[src/rtl/diseqc_pkg.sv]
package diseqc_pkg;

   typedef enum logic [2:0] {
      ST_IDLE,
      ST_PRE,
      ST_MSG,
      ST_BURSTA,
      ST_BURSTB,
      ST_POST
   } seq_state_t;

   typedef struct packed {
      logic       msg;
      logic       burst_b;
      logic [2:0] last_byte;
   } cmd_t;

   localparam logic [3:0] ADDR_CTRL   = 4'h0;
   localparam logic [3:0] ADDR_STAT   = 4'h1;
   localparam logic [3:0] ADDR_INC_LO = 4'h2;
   localparam logic [3:0] ADDR_INC_HI = 4'h3;
   localparam logic [3:0] ADDR_MSG0   = 4'h8;

endpackage

[src/rtl/diseqc_regs.sv]
module diseqc_regs
   import diseqc_pkg::*;
#(
   parameter int          MSG_BYTES = 6,
   parameter logic [15:0] INC_RESET = 16'd120
) (
   input  logic                   clk,
   input  logic                   rst_n,
   input  logic                   wr_en,
   input  logic [3:0]             addr,
   input  logic [7:0]             wdata,
   input  logic                   busy,
   output logic [7:0]             ctrl_q,
   output logic [15:0]            inc_q,
   output logic [MSG_BYTES*8-1:0] msg_flat,
   output logic [7:0]             rdata,
   output logic                   start,
   output cmd_t                   cmd
);
   localparam logic [2:0] LAST_MAX = 3'(MSG_BYTES - 1);

   logic wr_ok;
   assign wr_ok = wr_en & ~busy;

   always_ff @(posedge clk) begin
      if (!rst_n) begin
         ctrl_q   <= '0;
         inc_q    <= INC_RESET;
         msg_flat <= '0;
      end else if (wr_ok) begin
         if (addr == ADDR_CTRL)   ctrl_q      <= wdata;
         if (addr == ADDR_INC_LO) inc_q[7:0]  <= wdata;
         if (addr == ADDR_INC_HI) inc_q[15:8] <= wdata;
         for (int i = 0; i < MSG_BYTES; i++) begin
            if (addr == 4'(ADDR_MSG0 + i)) msg_flat[i*8 +: 8] <= wdata;
         end
      end
   end

   assign start = wr_ok && (addr == ADDR_CTRL) && (wdata[3] || wdata[2]);

   always_comb begin
      cmd.msg       = wdata[3];
      cmd.burst_b   = wdata[1];
      cmd.last_byte = (wdata[6:4] > LAST_MAX) ? LAST_MAX : wdata[6:4];
   end

   always_comb begin
      rdata = '0;
      case (addr)
         ADDR_CTRL:   rdata = ctrl_q;
         ADDR_STAT:   rdata = {7'b0, ~busy};
         ADDR_INC_LO: rdata = inc_q[7:0];
         ADDR_INC_HI: rdata = inc_q[15:8];
         default: begin
            if (addr[3] && (int'(addr[2:0]) < MSG_BYTES))
               rdata = msg_flat[{addr[2:0], 3'b000} +: 8];
         end
      endcase
   end
endmodule

[src/rtl/diseqc_phase.sv]
module diseqc_phase #(
   parameter int ACC_W = 19,
   parameter int INC_W = 16
) (
   input  logic             clk,
   input  logic             rst_n,
   input  logic [INC_W-1:0] inc,
   output logic             square
);
   logic [ACC_W-1:0] acc_q;

   always_ff @(posedge clk) begin
      if (!rst_n) acc_q <= '0;
      else        acc_q <= acc_q + ACC_W'(inc);
   end

   assign square = acc_q[ACC_W-1];
endmodule

[src/rtl/diseqc_seq.sv]
module diseqc_seq
   import diseqc_pkg::*;
#(
   parameter int UNIT_CYC      = 48000,
   parameter int GUARD_UNITS   = 30,
   parameter int BURST_A_UNITS = 25,
   parameter int MSG_BYTES     = 6
) (
   input  logic                   clk,
   input  logic                   rst_n,
   input  logic                   start,
   input  cmd_t                   cmd,
   input  logic [MSG_BYTES*8-1:0] msg_flat,
   output logic                   busy,
   output logic                   gate
);
   localparam int CYC_W  = (UNIT_CYC > 1) ? $clog2(UNIT_CYC) : 1;
   localparam int MAX_U  = (GUARD_UNITS > BURST_A_UNITS) ? GUARD_UNITS : BURST_A_UNITS;
   localparam int UNIT_W = $clog2(MAX_U + 1);
   localparam logic [CYC_W-1:0]  CYC_LAST   = CYC_W'(UNIT_CYC - 1);
   localparam logic [UNIT_W-1:0] GUARD_LAST = UNIT_W'(GUARD_UNITS - 1);
   localparam logic [UNIT_W-1:0] BA_LAST    = UNIT_W'(BURST_A_UNITS - 1);

   seq_state_t        state_q, kind_q;
   logic [CYC_W-1:0]  cyc_q;
   logic [UNIT_W-1:0] unit_q;
   logic [1:0]        sub_q;
   logic [3:0]        bit_q;
   logic [2:0]        byte_q, last_q;
   logic              tick;
   logic [7:0]        cur_byte;
   logic              bit_val;

   assign tick = (cyc_q == CYC_LAST);

   always_comb begin
      cur_byte = msg_flat[{byte_q, 3'b000} +: 8];
      if (state_q == ST_BURSTB) bit_val = 1'b1;
      else if (bit_q[3])        bit_val = ~^cur_byte;
      else                      bit_val = cur_byte[3'd7 - bit_q[2:0]];
   end

   always_ff @(posedge clk) begin
      if (!rst_n) begin
         state_q <= ST_IDLE;
         kind_q  <= ST_MSG;
         cyc_q   <= '0;
         unit_q  <= '0;
         sub_q   <= '0;
         bit_q   <= '0;
         byte_q  <= '0;
         last_q  <= '0;
      end else if (state_q == ST_IDLE) begin
         cyc_q <= '0;
         if (start) begin
            state_q <= ST_PRE;
            unit_q  <= '0;
            last_q  <= cmd.last_byte;
            kind_q  <= cmd.msg ? ST_MSG : (cmd.burst_b ? ST_BURSTB : ST_BURSTA);
         end
      end else begin
         cyc_q <= tick ? '0 : cyc_q + 1'b1;
         if (tick) begin
            case (state_q)
               ST_PRE: begin
                  if (unit_q == GUARD_LAST) begin
                     state_q <= kind_q;
                     unit_q  <= '0;
                     sub_q   <= '0;
                     bit_q   <= '0;
                     byte_q  <= '0;
                  end else unit_q <= unit_q + 1'b1;
               end
               ST_BURSTA: begin
                  if (unit_q == BA_LAST) begin
                     state_q <= ST_POST;
                     unit_q  <= '0;
                  end else unit_q <= unit_q + 1'b1;
               end
               ST_MSG, ST_BURSTB: begin
                  if (sub_q == 2'd2) begin
                     sub_q <= '0;
                     if (bit_q == 4'd8) begin
                        bit_q <= '0;
                        if (state_q == ST_BURSTB || byte_q == last_q) begin
                           state_q <= ST_POST;
                           unit_q  <= '0;
                        end else byte_q <= byte_q + 1'b1;
                     end else bit_q <= bit_q + 1'b1;
                  end else sub_q <= sub_q + 1'b1;
               end
               ST_POST: begin
                  if (unit_q == GUARD_LAST) state_q <= ST_IDLE;
                  else                      unit_q  <= unit_q + 1'b1;
               end
               default: state_q <= ST_IDLE;
            endcase
         end
      end
   end

   assign busy = (state_q != ST_IDLE);

   always_comb begin
      case (state_q)
         ST_BURSTA:        gate = 1'b1;
         ST_MSG, ST_BURSTB: gate = (sub_q == 2'd0) || (sub_q == 2'd1 && !bit_val);
         default:          gate = 1'b0;
      endcase
   end
endmodule

[src/rtl/diseqc_tx.sv]
module diseqc_tx
   import diseqc_pkg::*;
#(
   parameter int          UNIT_CYC      = 48000,
   parameter int          GUARD_UNITS   = 30,
   parameter int          BURST_A_UNITS = 25,
   parameter int          MSG_BYTES     = 6,
   parameter int          ACC_W         = 19,
   parameter logic [15:0] INC_RESET     = 16'd120,
   parameter bit          SQUARE_OUT    = 1'b1
) (
   input  logic       clk,
   input  logic       rst_n,
   input  logic       wr_en,
   input  logic [3:0] addr,
   input  logic [7:0] wdata,
   output logic [7:0] rdata,
   output logic       tone_gate,
   output logic       line_out,
   output logic       ready
);
   localparam int INC_W = 16;

   if (MSG_BYTES < 1 || MSG_BYTES > 8) begin : g_bad_bytes
      $error("MSG_BYTES must lie in 1..8");
   end
   if (UNIT_CYC < 1 || GUARD_UNITS < 1 || BURST_A_UNITS < 1) begin : g_bad_timing
      $error("timing parameters must be positive");
   end
   if (ACC_W <= INC_W) begin : g_bad_acc
      $error("ACC_W must exceed the increment width");
   end

   logic [7:0]             ctrl_q;
   logic [INC_W-1:0]       inc_q;
   logic [MSG_BYTES*8-1:0] msg_flat;
   logic                   start, busy, seq_gate, square;
   cmd_t                   cmd;

   diseqc_regs #(.MSG_BYTES(MSG_BYTES), .INC_RESET(INC_RESET)) u_regs (
      .clk(clk), .rst_n(rst_n), .wr_en(wr_en), .addr(addr), .wdata(wdata),
      .busy(busy), .ctrl_q(ctrl_q), .inc_q(inc_q), .msg_flat(msg_flat),
      .rdata(rdata), .start(start), .cmd(cmd)
   );

   diseqc_phase #(.ACC_W(ACC_W), .INC_W(INC_W)) u_phase (
      .clk(clk), .rst_n(rst_n), .inc(inc_q), .square(square)
   );

   diseqc_seq #(
      .UNIT_CYC(UNIT_CYC), .GUARD_UNITS(GUARD_UNITS),
      .BURST_A_UNITS(BURST_A_UNITS), .MSG_BYTES(MSG_BYTES)
   ) u_seq (
      .clk(clk), .rst_n(rst_n), .start(start), .cmd(cmd), .msg_flat(msg_flat),
      .busy(busy), .gate(seq_gate)
   );

   assign tone_gate = ~ctrl_q[7] & (busy ? seq_gate : ctrl_q[0]);
   assign ready     = ~busy;

   if (SQUARE_OUT) begin : g_square
      assign line_out = tone_gate & square;
   end else begin : g_envelope
      assign line_out = tone_gate;
   end
endmodule

[config.mk]
export PLATFORM = sky130hd
export DESIGN_NAME = diseqc_tx
export DESIGN_NICKNAME = d
export VERILOG_FILES = /design/src/rtl/diseqc_pkg.sv /design/src/rtl/diseqc_regs.sv /design/src/rtl/diseqc_phase.sv /design/src/rtl/diseqc_seq.sv /design/src/rtl/diseqc_tx.sv
export SDC_FILE = /design/constraint.sdc
export NUM_CORES = 1
export LEC_CHECK = 0
export ABC_CLOCK_PERIOD_IN_PS = 6400
export BUFFER_PORTS_ARGS = -buffer_cell sky130_fd_sc_hd__buf_2
export CAP_MARGIN = 0
export CORE_UTILIZATION = 65
export DETAILED_ROUTE_END_ITERATION = 16
export GPL_TIMING_DRIVEN = 0
export PLACE_DENSITY = 0.83
export SLEW_MARGIN = 5
export SYNTH_ARGS = -nofsm -noshare
export SYNTH_HDL_FRONTEND = slang
export SYNTH_SLANG_ARGS = --single-unit
[constraint.sdc]
create_clock -name clk -period 6.4 [get_ports clk]
set_input_delay 0 -clock clk [delete_from_list [all_inputs] [get_ports clk]]
set_output_delay 0 -clock clk [all_outputs]
set_load 0.01 [all_outputs]
==> qor.csv <==
metric;value;unit
slowest_delay;0.50;ns
grt_setup_unrepaired;no;
endpoint;line_out;
yosysWarnings;0;
yosysMostFrequentCell;dfxtp_1;
synth_largest_area_cell;dfxtp_1;
clk_pin_slew;0.06;ns
row_count;38;
internal-power;1.54;mW
crit_chain;buf_6 > clkbuf_8 > mux2i_1 > o2bb2ai_1 > mux2i_1 > mux4_2 > mux2i_1 > nor4_1 > a211o_1 > and2_1 > buf_2;
hold_viol_final;0;
drtIter0Drc;544;
vdd_drop_max;199;uV
met2_length;8920;um
syn_inst;777;
finalCritPeriodShare;0.467;
critical_path_depth;11;
initial_utilization;0.670;
worstPathArrival;2.99;ns
post_cts_buffers;0;
area_growth;12.2;%
wl_met3;1240;um
synth_edf_count;0;
io_buffers;18;
setup_viol;0;
dp_hpwl;13100;um
drt-met1-wl;7810;um
setup_tns;0;ns
grt_pass1_vias;5906;
coreArea;0.0108;mm^2
grt_pass1_wl;30000;um
grt_start_max_net_pins;17;
top_layer_used;met4;
yosysUniqueCellTypes;64;
antenna_left;0;
critPathLaunchType;flop;
worst_pin_slew;1.03;ns
via_per_inst;6.25;
avgRoutedWirePerCell;19.2;um
seqPwrFrac;0.412;
crit_type;flop to output port;
fin_crit;2.99;ns
diodes;0;
powerDensity;257;mW/mm^2
syn_nets;816;
synth.avg_cell_area;9.34;um^2
crit_path_start;u_seq.byte_q[1]$_SDFFE_PN0P_;
status;completed;
gp_congestion;0.914;
critical_path.top_delay_family;multiplexers;
cpMaxStageDelayCell;mux4_2;
numCtsBuffers;17;
synth_area_leaders;dfxtp_1 (36%), mux2i_1 (13%), nor2b_1 (6.3%);
reg2reg_from;u_regs.inc_q[0]$_SDFFE_PN0P_;
cts_tree;done;
grt-ovfl-total;0;
maxCapViolCount;0;
p_sw_frac;0.265;
crit_fanout;10;
cts_resized;0;
combPwrFrac;0.147;
p_total;2.10;mW
fill_cells;760;
required;6.40;ns
ys_async_sr_fraction;0;
synth_ff_type;dfxtp_1;
drive_gt1_frac;0.0999;
p_leak;3.18;nW
postCtsHoldBufs;8;
firstDrtPassIters;5;
antenna_found_initial;0;
synth_top_cells_by_count;dfxtp_1 (130), mux2i_1 (93), nor2b_1 (73);
reg2regPathDepth;11;
clk_latency;0.54;ns
route.detailed.drc;0;
crit_buf_inv;3;
grtUsageTotal;0.340;
regToRegSetupSlack;3.62;ns
synth_top_area_share;0.358;
vias;6064;
fp.dieArea;0.0116;mm^2
io_pins;26;
ys_seq_area_frac;0.358;
cts_buffer_depth;2;
timing.slew.headroom;0.308;
finalMaxSlewViolations;0;
die_h;108;um
die_x;108;um
pwr-share-clk;0.441;
cts_sinks;130;
htree_levels;4;
synth-seq-cells;130;
cts_root_buf;clkbuf_8;
r2r-end;u_phase.acc_q[16]$_SDFF_PN0_;
syn-cell-area;0.00726;mm^2
switchingPower;0.555;mW
path_common_cell;mux2i_1;
wirelength;18600;um
endpoint_kind;output port;
fin_worst_skew;0.00541;ns
fin_nets;861;
max_freq;335;MHz
min_path_type;input port to flop;
==> final cells by class <==
cell class / instances / area (um^2) / area share
Timing Repair Buffer: 26 / 170 / 0.0209
Buffer: 48 / 262 / 0.0321
Tap cell: 140 / 175 / 0.0215
Sequential cell: 130 / 2600 / 0.319
Clock inverter: 7 / 113 / 0.0138
Clock buffer: 21 / 429 / 0.0527
Inverter: 22 / 82.6 / 0.0101
Multi-Input combinational cell: 577 / 4310 / 0.529
==> cell families (layout without fill, tap and decap cells) <==
group,Yosys count,after routing,share of synthesized area
multiplexers,112,112,0.173
AND/OR/NAND/NOR,272,272,0.204
AO/OA/AOI/OAI,125,125,0.122
buffers and inverters,70,124,0.0474
XOR/XNOR,44,44,0.0531
flip-flops,130,130,0.358
adder cells (fa/ha/maj),24,24,0.0424
==> flip-flops by register name, indices dropped and copies added (netlist names), 4 cells and up <==
register / flops
u_phase.acc_q: 19
u_regs.ctrl_q: 8
u_regs.inc_q: 16
u_regs.msg_flat: 48
u_seq.bit_q: 4
u_seq.cyc_q: 16
u_seq.unit_q: 5
==> stage by stage <==
stage	util	instance area (um^2)	std cells	setup WS, ns	hold WS, ns
floorplan	-	7260	777	3.93	0.223
global placement	0.694	7530	935	3.71	0.345
detailed placement	0.694	7530	935	3.65	0.343
CTS	0.752	8150	971	3.42	0.00327
global route	0.752	8150	971	3.29	0.0386
finish	0.752	8150	971	3.41	0.0235
==> cell usage in the layout (no fill, tap or decap), drive strengths merged, types with 20 or more instances in the layout <==
| master | netlist | layout |
|---|---|---|
| xor2 | 20 | 20 |
| xnor2 | 24 | 24 |
| dfxtp | 130 | 130 |
| buf | 10 | 28 |
| nand2 | 52 | 52 |
| nor2 | 47 | 47 |
| a21oi | 22 | 22 |
| inv | 21 | 21 |
| clkbuf | 38 | 59 |
| mux2i | 93 | 93 |
| nor2b | 73 | 73 |
| o21ai | 20 | 20 |
| ha | 23 | 23 |
==> power groups by stage <==
stage | clock network [mW] | logic (mW) | registers (mW)
after global placement | 0 | 0.282 | 0.878
after floorplan | 0 | 0.223 | 0.873
after CTS | 0.926 | 0.302 | 0.863
after global routing | 0.962 | 0.339 | 0.868
final | 0.924 | 0.307 | 0.865
after detailed placement | 0 | 0.294 | 0.880
==> worst register-to-register path: stages, from the launching register on <==
cell,delay [ns]
dfxtp_1,0.38
ha_1,0.18
inv_1,0.05
fa_1,0.37
nor2b_1,0.20
o31ai_1,0.16
o2bb2ai_1,0.21
o31a_1,0.36
a211o_1,0.32
and2_1,0.17
xnor2_1,0.12
and2_1,0.15
==> worst min path at each step <==
| stage | start | end | cells past startpoint |
|---|---|---|---|
| 2_1_floorplan | wdata[6] | u_seq.last_q[1]$_SDFFE_PN0P_ | 3 |
| 4_1_cts | wdata[2] | u_regs.inc_q[10]$_SDFFE_PN0P_ | 3 |
| 3_3_place_gp | wdata[1] | u_seq.kind_q[0]$_SDFFE_PN0P_ | 4 |
| 6_report | wdata[3] | u_seq.last_q[2]$_SDFFE_PN0P_ | 5 |
| 5_1_grt | wdata[2] | u_regs.inc_q[10]$_SDFFE_PN0P_ | 3 |
| 3_5_place_dp | wdata[1] | u_seq.kind_q[0]$_SDFFE_PN0P_ | 4 |
==> routing by layer <==
layer | global-route usage | vias to the layer above
li1 | - | 2827
met1 | 0.417 | 2909
met2 | 0.561 | 269
met3 | 0.0732 | 59
met4 | 0.172 | 0
met5 | 0 | -
No activity file was read; power rests on OpenSTA's default activity.
